===== src/rtl/sacc_pkg.sv =====
package sacc_pkg;

  // Which source feeds the accumulator in a given cycle.
  typedef enum logic [1:0] {
    SRC_NONE   = 2'd0,
    SRC_FULL   = 2'd1,
    SRC_HALVES = 2'd2
  } sacc_src_e;

  // Sign-extension variants selectable per instance.
  localparam int EXT_REPLICATE = 0;
  localparam int EXT_ARITH     = 1;

endpackage


===== src/rtl/sacc_wr_merge.sv =====
module sacc_wr_merge
  import sacc_pkg::*;
#(
  parameter int DATA_W = 64,
  localparam int HALF_W = DATA_W / 2
) (
  input  logic [DATA_W-1:0] cur_q,
  input  logic              all_en,
  input  logic [DATA_W-1:0] all_data,
  input  logic              hi_en,
  input  logic [HALF_W-1:0] hi_data,
  input  logic              lo_en,
  input  logic [HALF_W-1:0] lo_data,
  output logic              load,
  output logic [DATA_W-1:0] nxt
);

  sacc_src_e src;

  // Full write wins; otherwise each half strobe patches its own word.
  always_comb begin
    if (all_en)               src = SRC_FULL;
    else if (hi_en || lo_en)  src = SRC_HALVES;
    else                      src = SRC_NONE;
  end

  always_comb begin
    nxt = cur_q;
    unique case (src)
      SRC_FULL: nxt = all_data;
      SRC_HALVES: begin
        if (hi_en) nxt[DATA_W-1:HALF_W] = hi_data;
        if (lo_en) nxt[HALF_W-1:0]      = lo_data;
      end
      default: nxt = cur_q;
    endcase
  end

  assign load = (src != SRC_NONE);

endmodule


===== src/rtl/sacc_store.sv =====
module sacc_store #(
  parameter int DATA_W = 64
) (
  input  logic              clk,
  input  logic              rst,
  input  logic              load,
  input  logic [DATA_W-1:0] d,
  output logic [DATA_W-1:0] q
);

  always_ff @(posedge clk) begin
    if (rst)       q <= '0;
    else if (load) q <= d;
  end

endmodule


===== src/rtl/sacc_sign_view.sv =====
module sacc_sign_view
  import sacc_pkg::*;
#(
  parameter int DATA_W   = 64,
  parameter int SIGN_BIT = 55,   // must be below DATA_W-1
  parameter int EXT_MODE = EXT_ARITH
) (
  input  logic [DATA_W-1:0] raw,
  output logic [DATA_W-1:0] ext
);

  localparam int KEEP_W = SIGN_BIT + 1;
  localparam int TOP_W  = DATA_W - KEEP_W;

  generate
    if (EXT_MODE == EXT_ARITH) begin : g_arith
      // Clear the top, flip the sign bit, then take the sign weight back off.
      localparam logic [DATA_W-1:0] KEEP_MASK = {{TOP_W{1'b0}}, {KEEP_W{1'b1}}};
      localparam logic [DATA_W-1:0] SIGN_WT   = {{TOP_W{1'b0}}, 1'b1, {SIGN_BIT{1'b0}}};
      logic [DATA_W-1:0] flipped;
      assign flipped = (raw & KEEP_MASK) ^ SIGN_WT;
      assign ext     = flipped - SIGN_WT;
    end else begin : g_repl
      assign ext = {{TOP_W{raw[SIGN_BIT]}}, raw[SIGN_BIT:0]};
    end
  endgenerate

endmodule


===== src/rtl/sext_acc_reg.sv =====
module sext_acc_reg
  import sacc_pkg::*;
#(
  parameter int DATA_W   = 64,
  parameter int SIGN_BIT = 55,
  parameter int EXT_MODE = EXT_ARITH,
  localparam int HALF_W  = DATA_W / 2
) (
  input  logic              clk,
  input  logic              rst,
  input  logic              wr_all_en,
  input  logic [DATA_W-1:0] wr_all_data,
  input  logic              wr_hi_en,
  input  logic [HALF_W-1:0] wr_hi_data,
  input  logic              wr_lo_en,
  input  logic [HALF_W-1:0] wr_lo_data,
  output logic [DATA_W-1:0] rd_all,
  output logic [HALF_W-1:0] rd_hi,
  output logic [HALF_W-1:0] rd_lo
);

  localparam int TOP_W = DATA_W - SIGN_BIT - 1;

  logic              load;
  logic [DATA_W-1:0] nxt;
  logic [DATA_W-1:0] acc_q;
  logic [DATA_W-1:0] view;

  sacc_wr_merge #(.DATA_W(DATA_W)) u_merge (
    .cur_q   (acc_q),
    .all_en  (wr_all_en),
    .all_data(wr_all_data),
    .hi_en   (wr_hi_en),
    .hi_data (wr_hi_data),
    .lo_en   (wr_lo_en),
    .lo_data (wr_lo_data),
    .load    (load),
    .nxt     (nxt)
  );

  sacc_store #(.DATA_W(DATA_W)) u_store (
    .clk (clk),
    .rst (rst),
    .load(load),
    .d   (nxt),
    .q   (acc_q)
  );

  sacc_sign_view #(
    .DATA_W  (DATA_W),
    .SIGN_BIT(SIGN_BIT),
    .EXT_MODE(EXT_MODE)
  ) u_view (
    .raw(acc_q),
    .ext(view)
  );

  assign rd_all = view;
  assign rd_hi  = view[DATA_W-1:HALF_W];
  assign rd_lo  = view[HALF_W-1:0];

  // idle cycles leave the whole stored word alone
  p_idle_hold_r1: assert property (@(posedge clk) disable iff (rst)
    (!wr_all_en && !wr_hi_en && !wr_lo_en) |=> $stable(acc_q));

  // a full write lands in the low 56 bits of the read view
  p_full_write_r2: assert property (@(posedge clk) disable iff (rst)
    wr_all_en |=> (rd_all[SIGN_BIT:0] == $past(wr_all_data[SIGN_BIT:0])));

  // the read top byte follows the stored sign bit
  p_top_copies_r3: assert property (@(posedge clk) disable iff (rst)
    (rd_all[DATA_W-1:SIGN_BIT+1] == {TOP_W{acc_q[SIGN_BIT]}}) &&
    (rd_all[SIGN_BIT:0] == acc_q[SIGN_BIT:0]));

  // a lone low write keeps the upper stored word
  p_lo_keeps_hi_r4: assert property (@(posedge clk) disable iff (rst)
    (wr_lo_en && !wr_hi_en && !wr_all_en) |=>
      (acc_q[DATA_W-1:HALF_W] == $past(acc_q[DATA_W-1:HALF_W])) &&
      (acc_q[HALF_W-1:0] == $past(wr_lo_data)));

  // a lone high write keeps the lower stored word
  p_hi_keeps_lo_r5: assert property (@(posedge clk) disable iff (rst)
    (wr_hi_en && !wr_lo_en && !wr_all_en) |=>
      (acc_q[HALF_W-1:0] == $past(acc_q[HALF_W-1:0])) &&
      (acc_q[DATA_W-1:HALF_W] == $past(wr_hi_data)));

  // reset clears the word
  p_reset_zero_r8: assert property (@(posedge clk)
    rst |=> (acc_q == '0));

  // full write overrides concurrent half writes
  p_full_wins_r9: assert property (@(posedge clk) disable iff (rst)
    (wr_all_en && (wr_hi_en || wr_lo_en)) |=> (acc_q == $past(wr_all_data)));

  // both half writes together replace the whole word
  p_both_halves_r10: assert property (@(posedge clk) disable iff (rst)
    (wr_hi_en && wr_lo_en && !wr_all_en) |=>
      (acc_q == {$past(wr_hi_data), $past(wr_lo_data)}));

endmodule


===== config.mk =====
export PLATFORM = sky130hd
export DESIGN_NAME = sext_acc_reg
export DESIGN_NICKNAME = d
export VERILOG_FILES = /design/src/rtl/sacc_pkg.sv /design/src/rtl/sacc_wr_merge.sv /design/src/rtl/sacc_store.sv /design/src/rtl/sacc_sign_view.sv /design/src/rtl/sext_acc_reg.sv
export SDC_FILE = /design/constraint.sdc
export NUM_CORES = 1
export LEC_CHECK = 0
export ABC_AREA = 0
export BUFFER_PORTS_ARGS = -buffer_cell sky130_fd_sc_hd__buf_2
export CELL_PAD_IN_SITES_DETAIL_PLACEMENT = 1
export CELL_PAD_IN_SITES_GLOBAL_PLACEMENT = 2
export CORE_ASPECT_RATIO = 0.5
export CORE_MARGIN = 10
export CORE_UTILIZATION = 22
export DETAILED_ROUTE_END_ITERATION = 10
export PLACE_DENSITY = 0.95
export RECOVER_POWER = 100
export SYNTH_ARGS = -nofsm -noshare
export SYNTH_HDL_FRONTEND = slang
export SYNTH_SLANG_ARGS = --single-unit

===== constraint.sdc =====
create_clock -name clk -period 2.03 [get_ports clk]
set_clock_uncertainty 0.15 [all_clocks]
set_input_delay 0.1015 -clock clk [delete_from_list [all_inputs] [get_ports clk]]
set_output_delay 0.1015 -clock clk [all_outputs]
set_load 0.02 [all_outputs]

Word level (Yosys, flattened, before mapping)
Cells that the tools add are included.
W data, S select, Z words.

word-level totals
  flip-flop bits (word level) = 56
  input bits = 133
  logic and storage cells = 18
  output and inout port bits = 128

operators by class
  muxes and demuxes = 5
  eq/ne operators = 4
  reductions and logical operators = 5
  bitwise gates (word level) = 1
  add/sub/neg operators = 1

operators by type and width
  kind                      count
  $pmux W56 S2              1
  $sub A56 B56 Y57 const B  1
  $mux W32                  1
  $mux W24                  1
  $reduce_and A3 Y1         2
  $mux W2                   2
  $ne A2 B2 Y1 const B      2
  $reduce_bool A2 Y1        2
  $eq A2 B1 Y1 const B      1
  $eq A2 B2 Y1 const B      1
  $logic_or A1 B1 Y1        1
  $not A1 Y1                1

Longest topological paths before layout
Gate-level depths: netlist of the first run.

  word-level depth = 6
  gate-level depth with buffers = 4
  mapped depth without buffers = 2

Cells and area by module
From an unflattened synthesis of the first run, not the netlist that was laid out.

unflattened totals
  cells, all modules = 549
  area total of the unflattened synthesis = 4675.7 sq um

by module, submodules not included
  module          cells each  times used  seq. area each (sq um)  area each (sq um)
  sacc_store      206         1           1281.2                  2290.9
  sacc_wr_merge   215         1           0.0                     1423.9
  sacc_sign_view  64          1           0.0                     480.5
  sext_acc_reg    64          1           0.0                     480.5

Worst setup path after synthesis of the first run
OpenSTA, ideal clock, no wires.

  path type = reg-to-reg
  start = register u_store.q[55] (netlist name)
  end = register u_store.q[55]
  stages on the path, launching flop included = 3
  slack = 0.730 ns
  data required time = 1.801 ns
  path buffers = 0
  setup time = 0.079 ns
  clock period less this slack = 1.300 ns
  arrival = 1.071 ns
  cell sequence = dfxtp_1 > mux2i_1 > a211oi_2

RTL lines
  item                  line              source
  to (signal assigned)  sacc_store.sv:12  if (rst) q <= '0;
  to (signal assigned)  sacc_store.sv:13  else if (load) q <= d;
  to (decl)             sacc_store.sv:8   output logic [DATA_W-1:0] q

Worst setup path in the final report of the first run
  start = input port wr_hi_en
  end = register u_store.q[54]

between the ends
  word-level cells in the longest chain between the ends = 6
  elaborated cells on any way between the ends = 10
  those cells by class = eq/ne (3); mux (3); reduce/logical (4)

RTL lines
  item                                                                 line                 source
  from (decl)                                                          sext_acc_reg.sv:13   input logic wr_hi_en,
  $logic_or A1 B1 Y1                                                   sacc_wr_merge.sv:23  else if (hi_en || lo_en) src = SRC_HALVES;
  $mux W2                                                              sacc_wr_merge.sv:23
  $mux W2                                                              sacc_wr_merge.sv:22  if (all_en) src = SRC_FULL;
  $eq A2 B2 Y1 / $eq A2 B1 Y1 (equally long branches)                  sacc_wr_merge.sv:29  unique case (src)
  $ne A2 B2 Y1 (no line) / $reduce_bool A2 Y1 (equally long branches)  n/a
  $reduce_and A3 Y1 (no line)                                          n/a

Several ways; a longest one is shown, not always the timed one.
A chain may end at the register's enable or synchronous reset.

==> results of run 1 <==
-- worst max-delay path: stages --
cell and delay [ns]:
buf_2 0.33, buf_4 0.27, mux2i_1 0.24, a211oi_1 0.09
dlygate4sd3_1 0.59
-- kinds of logic after synthesis --
family,share of synthesized area (%)
buffers and inverters,23.5
AOI/OAI and AO/OA,13.8
muxes,17.3
DFF,34.6
and+or+nand+nor,10.8
-- layout make-up --
type | instances | area [um^2] | area share, %
timing repair buffer | 322 | 1840 | 39.1
multi-input combinational | 168 | 1350 | 28.6
sequential | 56 | 1120 | 23.8
tap | 198 | 248 | 5.26
clock buffer | 6 | 139 | 2.95
clock inverter | 2 | 10.0 | 0.213
inverter | 1 | 3.75 | 0.0797
-- metrics by stage --
stage,hold WS [ns],power [mW],cells
after global routing,0.0127,3.27,753
final,-0.00312,3.11,753
after CTS,0.0000868,3.19,753
after detailed placement,0.258,2.14,676
after floorplan,0.142,1.91,322
after global placement,0.247,2.12,676
-- path summary, 6_finish.rpt --
check                       start       endpoint  slack (ns)  cells after the start
setup / recovery         wr_hi_en  u_store.q[54]        0.45                      5
hold / removal    wr_all_data[15]  u_store.q[15]      -0.003                      3
setup reg to reg    u_store.q[21]  u_store.q[21]        0.51                      3
hold reg to reg      u_store.q[1]   u_store.q[1]        0.43                      2
-- where the power goes --
part | internal, mW | switching (mW)
Clock | 0.490 | 0.440
Combinational | 0.375 | 0.540
Sequential | 1.18 | 0.0815
-- placed cells by master, fill, tap and decap left out --
| master | Yosys | routed |
|---|---|---|
| a211oi_1 | 51 | 53 |
| a211oi_2 | 5 | 3 |
| buf_12 | 5 | 2 |
| buf_2 | 6 | 116 |
| buf_4 | 73 | 6 |
| clkbuf_1 | 6 | 129 |
| clkbuf_16 | 0 | 5 |
| clkbuf_8 | 0 | 1 |
| clkinv_2 | 0 | 2 |
| dfxtp_1 | 56 | 56 |
| dlygate4sd3_1 | 0 | 69 |
| inv_2 | 0 | 1 |
| mux2i_1 | 56 | 56 |
| nor2b_1 | 56 | 56 |
-- layer usage --
| layer | vias up | wire length (um) | global-route usage (%) |
|---|---|---|---|
| met1 | 1536 | 5090 | 12.6 |
| met2 | 59 | 8350 | 28.0 |
| li1 | 1511 | - | - |
| met3 | 19 | 390 | 2.34 |
| met4 | 0 | 289 | 3.66 |
| met5 | - | 0 | 0 |
-- timing repair --
item | in CTS | in global routing
hold buffers | 69 | 0
setup buffers | 0 | 0
hold endpoints to repair | 55 | 0
==> results.py, run 1 <==
metrics = {
    "run_status": {
        "status": "finished with violations",
        "violations": "hold timing",
    },
    "worst_hold_path": {
        "hold_class": "input pin to flip-flop",
    },
    "yosys": {
        "synth_area_um2": 3240,
        "synth_seq_cells": 56,
        "async_reset_ff_share_pct": 0,
        "synth_nets": 455,
        "ys_seq_area_share_pct": 34.6,
        "ys_warn_count": 0,
        "yosysTopAreaCellShare_pct": 34.6,
        "syn_avg_cell_area_um2": 10.1,
        "synth_area_leaders": "dfxtp_1 (35%), mux2i_1 (17%), buf_4 (17%)",
        "synth_top_cells_by_count": "buf_4 (73), dfxtp_1 (56), mux2i_1 (56), nor2b_1 (56), a211oi_1 (51)",
        "synth_cells": 322,
        "synth_ff_type": "dfxtp_1",
        "yosysTopAreaCell": "dfxtp_1",
        "synth.distinct_cells": 12,
        "synth_most_common_cell": "buf_4",
        "synth_edf_count": 0,
    },
    "timing": {
        "fmax_mhz": 632,
        "fin_ws_ns": 0.448,
        "finalHoldViolCount": 1,
        "setup-tns-final_ns": 0,
        "min_period_ns": 1.58,
        "hold-worst-slack_ns": -0.00312,
        "worst_slew_pin_slew_ns": 0.553,
        "relSlewSlack_pct": 63.0,
        "fin_crit_sh_pct": 78.0,
        "slew_violations": 0,
        "rsz0062_at_grt": "no",
        "setup_viol": 0,
    },
    "final_layout": {
        "fin_util_pct": 32.6,
        "largest_reg_flops": 56,
        "finalInstanceArea_um2": 4710,
        "top_regs": "u_store.q: 56 flops",
        "antenna_cells": 0,
        "nNetsFinal": 687,
        "areaGrowthSynthToFinish_pct": 45.4,
        "top_register": "u_store.q",
        "drive_above_1_share_pct": 24.5,
        "fillerInstances": 1815,
    },
    "floorplan": {
        "start_util_pct": 22.4,
        "rows": 31,
        "die_h_um": 106,
        "die_w_um": 192,
        "top_level_ports": 261,
        "dieArea_um2": 20300,
        "core_um2": 14400,
    },
    "detailed_routing": {
        "wl_per_cell_um": 18.7,
        "dr.pass1.iters": 4,
        "drt-initial-drc-count": 51,
        "viasPerCell": 4.15,
        "drtAntennaViolNets": 0,
        "drc": 0,
        "vias": 3125,
        "route.final.wire_length_um": 14100,
    },
    "placed_design": {
        "gp_congestion": 0.773,
        "postPlaceCellArea_um2": 4040,
        "port_buffers": 244,
        "pre_cts_slack_ns": 0.654,
        "place_hpwl_um": 10300,
    },
    "power": {
        "leakage_nw": 2.03,
        "power_density_nw_per_um2": 661,
        "ir_worst_vdd_mv": 0.284,
    },
    "global_routing": {
        "antenna_found_initial": 0,
        "grt_pass1_vias": 3542,
        "grt_overflow": 0,
        "grt_pass1_wl_um": 21000,
        "track_usage_pct": 13.2,
        "grt_max_degree": 37,
    },
    "clock_network": {
        "root_buffer": "clkbuf_16",
        "clock-sinks": 56,
        "cts_tree": "built",
        "h-tree-depth": 2,
        "path_clk_slew_ns": 0.08,
        "post_cts_resized": 0,
        "clk_latency_ns": 0.29,
        "cts_made_buffers": 5,
        "cts_buffer_depth": 2,
    },
    "worst_setup_path": {
        "worst_ep_arrival_time_ns": 1.62,
        "critPathCaptureType": "flip-flop",
        "crit_path_start_kind": "input pin",
        "required_ns": 2.07,
        "critPathMaxFanout": 12,
        "crit_type": "input pin to flip-flop",
    },
    "job": {
        "cap_viol_max_count": 0,
    },
}
No activity file was read; power rests on OpenSTA's default activity.
==> run 2, diff against run 1 <==
--- a/config.mk
+++ b/config.mk
@@ -11,9 +11,9 @@
 export CELL_PAD_IN_SITES_GLOBAL_PLACEMENT = 2
 export CORE_ASPECT_RATIO = 0.5
 export CORE_MARGIN = 10
-export CORE_UTILIZATION = 22
+export CORE_UTILIZATION = 21
 export DETAILED_ROUTE_END_ITERATION = 10
-export PLACE_DENSITY = 0.95
+export PLACE_DENSITY = 0.92
 export RECOVER_POWER = 100
 export SYNTH_ARGS = -nofsm -noshare
 export SYNTH_HDL_FRONTEND = slang
==> constraint.sdc (replaced) <==
create_clock -name clk -period 1.5 [get_ports clk]
set_clock_uncertainty 0.15 [all_clocks]
set_input_delay 0.075 -clock clk [delete_from_list [all_inputs] [get_ports clk]]
set_output_delay 0.075 -clock clk [all_outputs]
set_load 0.02 [all_outputs]
==> run 2 against run 1 <==
  * The run still ends with hold timing left
  * Non-clock buffer count is 33 higher
  * Critical path depth stayed put
  * Hold slack worse by 0.0069 ns
  * Largest cell class unchanged
  * Largest power group unchanged
  * Global-route usage is 0.41 points higher
  * First-iteration DRC count is 78% higher
  * Highest routed layer unchanged
  * Critical path type unchanged
  * Critical endpoint is now u_store.q[42]
  * Final cell count is 4.8% higher
==> results.py, run 2 (synthesized netlist as in run 1, its figures left out) <==
metrics = {
    "clock_network": {
        "root_buffer": "clkbuf_16",
        "cts_buffer_depth": 2,
        "h-tree-depth": 2,
        "cts_tree": "built",
        "clk_latency_ns": 0.29,
        "path_clk_slew_ns": 0.08,
        "cts_made_buffers": 5,
        "clock-sinks": 56,
    },
    "detailed_routing": {
        "vias": 3355,
        "viasPerCell": 4.25,
        "route.final.wire_length_um": 15500,
        "dr.pass1.iters": 4,
        "wl_per_cell_um": 19.7,
        "drtAntennaViolNets": 0,
        "drc": 0,
        "drt-initial-drc-count": 91,
    },
    "global_routing": {
        "track_usage_pct": 13.6,
        "grt_overflow": 0,
        "grt_pass1_wl_um": 22700,
        "antenna_found_initial": 3,
        "grt_pass1_vias": 3859,
        "grt_max_degree": 44,
    },
    "timing": {
        "worst_slew_pin_slew_ns": 0.337,
        "hold-worst-slack_ns": -0.0100,
        "fin_crit_sh_pct": 99.0,
        "relSlewSlack_pct": 77.5,
        "rsz0062_at_grt": "yes",
        "finalHoldViolCount": 2,
        "slew_violations": 0,
        "fmax_mhz": 673,
        "setup_viol": 0,
        "setup-tns-final_ns": 0,
        "min_period_ns": 1.48,
    },
    "worst_setup_path": {
        "rr_worst_depth": 3,
        "worst_ep_arrival_time_ns": 1.52,
        "crit_path_start_kind": "input pin",
        "rr_endpoint": "u_store.q[25]",
        "regToRegSetupSlack_ns": 0.02,
        "crit_path_end": "u_store.q[42]",
        "critPathCaptureType": "flip-flop",
        "crit_type": "input pin to flip-flop",
        "crit_start": "wr_all_data[42]",
        "r2r_start": "u_store.q[25]",
        "required_ns": 1.53,
        "critPathMaxFanout": 1,
    },
    "placed_design": {
        "postPlaceCellArea_um2": 4100,
        "port_buffers": 244,
        "place_hpwl_um": 10400,
        "gp_congestion": 0.722,
    },
    "run_status": {
        "status": "finished with violations",
        "violations": "hold timing",
    },
    "final_layout": {
        "top_register": "u_store.q",
        "areaGrowthSynthToFinish_pct": 66.1,
        "finalInstanceArea_um2": 5380,
        "final_common_cell": "buf_2",
        "largest_reg_flops": 56,
        "top_regs": "u_store.q: 56 flops",
        "drive_above_1_share_pct": 52.4,
        "nNetsFinal": 720,
        "final_cell_mix": "buf_2 (244), dlygate4sd3_1 (101), mux2i_1 (55), nor2b_1 (49), a211oi_1 (43)",
    },
    "floorplan": {
        "die_h_um": 108,
        "dieArea_um2": 21100,
        "die_w_um": 196,
        "rows": 31,
        "core_um2": 14800,
        "top_level_ports": 261,
        "start_util_pct": 21.9,
    },
    "power": {
        "power_density_nw_per_um2": 851,
        "leakage_nw": 2.71,
        "ir_worst_vdd_mv": 0.403,
        "power_mw": 4.57,
    },
    "job": {
        "cap_viol_max_count": 0,
    },
    "worst_hold_path": {
        "hold_class": "input pin to flip-flop",
    },
}
-- run 2: worst min-delay path by stage --
stage                    start       endpoint  depth (start not counted)
2_1_floorplan  wr_all_data[31]  u_store.q[31]                          2
3_3_place_gp   wr_all_data[25]  u_store.q[25]                          3
3_5_place_dp   wr_all_data[43]  u_store.q[43]                          3
4_1_cts         wr_lo_data[12]  u_store.q[12]                          3
5_1_grt         wr_hi_data[13]  u_store.q[45]                          3
6_report        wr_hi_data[14]  u_store.q[46]                          3
-- run 2: timing repair --
action,in CTS,in global routing
setup buffers,0,0
hold buffers,105,0
setup endpoints to repair,0,35
resized for setup,0,45
endpoints found under the hold margin,56,0
-- run 2: cell type report --
cell class / instances / area, um^2
timing repair buffer: 355 / 2380
fill: 1755 / 9400
antenna: 3 / 7.51
clock buffer: 6 / 129
inverter: 1 / 3.75
tap: 198 / 248
sequential: 56 / 1150
multi-input combinational: 168 / 1420
clock inverter: 2 / 35.0
-- run 2: metrics by stage --
step / utilization [%] / hold WS [ns] / setup slack [ns] / std cells
final: 36.4 / -0.0100 / 0.0152 / 789
after global routing: 36.4 / 0.0167 / -0.0247 / 789
after CTS: 36.0 / 0.00193 / 0.0207 / 790
after detailed placement: 27.7 / 0.232 / 0.402 / 677
after global placement: 27.7 / 0.222 / 0.437 / 677
after floorplan: - / 0.116 / 0.200 / 322
-- run 2: critical path: stages --
cell	delay, ns
dlygate4sd3_1	0.54
buf_2	0.12
nor2b_1	0.14
a211oi_2	0.06
dlygate4sd3_1	0.58
-- run 2: routing by layer --
layer / vias up / GRT usage (%) / routed length [um]
met5: - / 0 / 0
met4: 0 / 4.55 / 395
met3: 22 / 2.67 / 486
met2: 74 / 29.3 / 9440
met1: 1677 / 12.4 / 5200
li1: 1582 / - / -
-- run 2: power by group --
group          internal [mW]  switching (mW)
Clock                  0.790           0.611
Combinational          0.680           0.786
Sequential              1.61          0.0953
Total                   3.08            1.49
==> run 3, diff against run 2 <==
--- a/config.mk
+++ b/config.mk
@@ -7,14 +7,13 @@
 export LEC_CHECK = 0
 export ABC_AREA = 0
 export BUFFER_PORTS_ARGS = -buffer_cell sky130_fd_sc_hd__buf_2
-export CELL_PAD_IN_SITES_DETAIL_PLACEMENT = 1
-export CELL_PAD_IN_SITES_GLOBAL_PLACEMENT = 2
 export CORE_ASPECT_RATIO = 0.5
 export CORE_MARGIN = 10
-export CORE_UTILIZATION = 21
+export CORE_UTILIZATION = 30
 export DETAILED_ROUTE_END_ITERATION = 10
-export PLACE_DENSITY = 0.92
+export PLACE_DENSITY = 0.74
 export RECOVER_POWER = 100
+export SETUP_SLACK_MARGIN = 0.15
 export SYNTH_ARGS = -nofsm -noshare
 export SYNTH_HDL_FRONTEND = slang
 export SYNTH_SLANG_ARGS = --single-unit
==> run 3 against run 2 <==
  * The run now ends clean
  * Final cell count fell by 8.1%
  * Combinational power decreased by 12%
  * Critical path depth decreased by 4
  * Sequential cell count unchanged
  * Largest cell class unchanged
  * Highest routed layer unchanged
==> results.py, run 3 (synthesized netlist as in run 1, its figures left out) <==
metrics = {
    "detailed_routing": {
        "dr.pass1.iters": 4,
        "vias": 3207,
        "drtAntennaViolNets": 0,
        "route.final.wire_length_um": 12900,
        "drt-initial-drc-count": 163,
        "wl_per_cell_um": 17.8,
        "viasPerCell": 4.42,
        "drc": 0,
    },
    "clock_network": {
        "cts_setup_buffers": 0,
        "cts_buffer_depth": 2,
        "clock-sinks": 56,
        "cts_tree": "built",
        "root_buffer": "clkbuf_16",
        "path_clk_slew_ns": 0.07,
        "h-tree-depth": 2,
        "clk_latency_ns": 0.29,
        "cts_made_buffers": 5,
    },
    "power": {
        "power_density_nw_per_um2": 862,
        "p_int_mw": 2.93,
        "combPwrFrac_pct": 30.0,
        "leakage_nw": 2.15,
        "p_sw_share_pct": 31.8,
        "pwr-share-seq_pct": 39.6,
        "p_clk_share_pct": 30.3,
        "p_sw_mw": 1.37,
        "ir_worst_vdd_mv": 0.350,
    },
    "timing": {
        "setup_viol": 0,
        "rsz0062_at_grt": "no",
        "finalHoldViolCount": 0,
        "setup-tns-final_ns": 0,
        "min_period_ns": 1.29,
        "fmax_mhz": 774,
        "fin_crit_sh_pct": 86.2,
        "worst_slew_pin_slew_ns": 0.339,
        "relSlewSlack_pct": 77.5,
        "slew_violations": 0,
    },
    "worst_setup_path": {
        "worst_ep_arrival_time_ns": 1.07,
        "slowest_stage": "dfxtp_2",
        "cp_cell_sequence": "clkbuf_1",
        "critPathCaptureType": "output port",
        "cp.buffers_inverters": 1,
        "required_ns": 1.27,
        "max_stage_delay_ns": 0.49,
        "crit_type": "flip-flop to output port",
        "cp_top_family": "flip-flops",
        "crit_path_start_kind": "flip-flop",
        "critPathMaxFanout": 19,
    },
    "floorplan": {
        "dieArea_um2": 15600,
        "core_um2": 10400,
        "die_w_um": 167,
        "start_util_pct": 31.2,
        "top_level_ports": 261,
        "rows": 26,
        "die_h_um": 93.5,
    },
    "global_routing": {
        "grt_overflow": 0,
        "grt_pass1_vias": 3468,
        "grt_pass1_wl_um": 19400,
        "track_usage_pct": 15.2,
        "grt_max_degree": 46,
        "antenna_found_initial": 1,
    },
    "final_layout": {
        "largest_reg_flops": 56,
        "drive_above_1_share_pct": 22.9,
        "areaGrowthSynthToFinish_pct": 54.1,
        "layoutNonFillerInstCount": 725,
        "top_register": "u_store.q",
        "final_cell_mix": "clkbuf_1 (128), buf_2 (116), dlygate4sd3_1 (102), mux2i_1 (56), nor2b_1 (56)",
        "top_regs": "u_store.q: 56 flops",
        "nNetsFinal": 718,
        "final_common_cell": "clkbuf_1",
    },
    "placed_design": {
        "port_buffers": 244,
        "gp_congestion": 0.771,
        "place_inst": 616,
        "place_hpwl_um": 8510,
    },
    "worst_hold_path": {
        "hold_class": "input pin to flip-flop",
    },
    "job": {
        "cap_viol_max_count": 0,
    },
    "run_status": {
        "status": "finished, final reports clean",
    },
}
[run 3: cell types whose count changed in the layout (fill, tap and decap cells not counted), moves of 2 or more]
cell / change
buf_2: -128
clkbuf_1: +127
dfxtp_1: +24
dfxtp_2: -23
a211oi_1: +10
a211oi_2: -10
nor2b_1: +7
nor2b_2: -7
buf_12: -2
diode_2: -2
[run 3: metal layers]
layer  vias up  part of all wire, %  GRT usage (%)
met3        20                  4.2           3.13
met5         -                    0              0
met1      1515                   35           14.6
met4         0                  2.5           5.74
met2        95                   58           31.3
li1       1577                    -              -
[run 3: worst paths after layout]
check	end	start	slack (ns)	cells past startpoint
min reg2reg	u_store.q[28]	u_store.q[28]	0.42	2
max reg2reg	u_store.q[55]	u_store.q[55]	0.43	2
min	u_store.q[1]	wr_lo_data[1]	0.003	3
max	rd_all[58]	u_store.q[55]	0.21	1
[run 3: power groups by stage]
stage / sequential (mW) / combinational [mW] / clock (mW)
floorplan: 1.86 / 0.735 / 0
global placement: 1.72 / 1.13 / 0
detailed placement: 1.73 / 1.14 / 0
CTS: 1.69 / 1.36 / 1.35
global route: 1.72 / 1.38 / 1.41
finish: 1.70 / 1.29 / 1.30
[run 3: through the flow]
stage	worst slack [ns]	util (%)	hold slack, ns	power [mW]	area, um^2
floorplan	0.200	-	0.116	2.59	3240
global placement	0.375	38.4	0.221	2.85	3980
detailed placement	0.298	38.4	0.230	2.87	3980
CTS	0.267	49.7	0.00374	4.40	5160
global route	0.132	48.1	0.0102	4.51	4990
finish	0.207	48.1	0.00254	4.30	4990
[run 3: cell type report]
| cell class | instances | area (um^2) |
|---|---|---|
| fillers | 1031 | 5390 |
| repair buffers | 353 | 2180 |
| multi-input cells | 168 | 1350 |
| flip-flops and latches | 56 | 1120 |
| well taps | 140 | 175 |
| clock buffers | 5 | 125 |
| clock inverters | 1 | 30.0 |
| inverters | 1 | 3.75 |
| diodes | 1 | 2.50 |
[run 3: worst min-delay path, stage by stage]
cell,delay (ns)
buf_2,0.09
mux2i_1,0.13
a211oi_1,0.09
[run 3: what timing repair did]
item / 4_1_cts / 5_1_grt
hold endpoints to repair: 56 / 0
resized for setup: 1 / 0
hold buffers: 102 / 0
endpoints found under the setup margin: 18 / 0
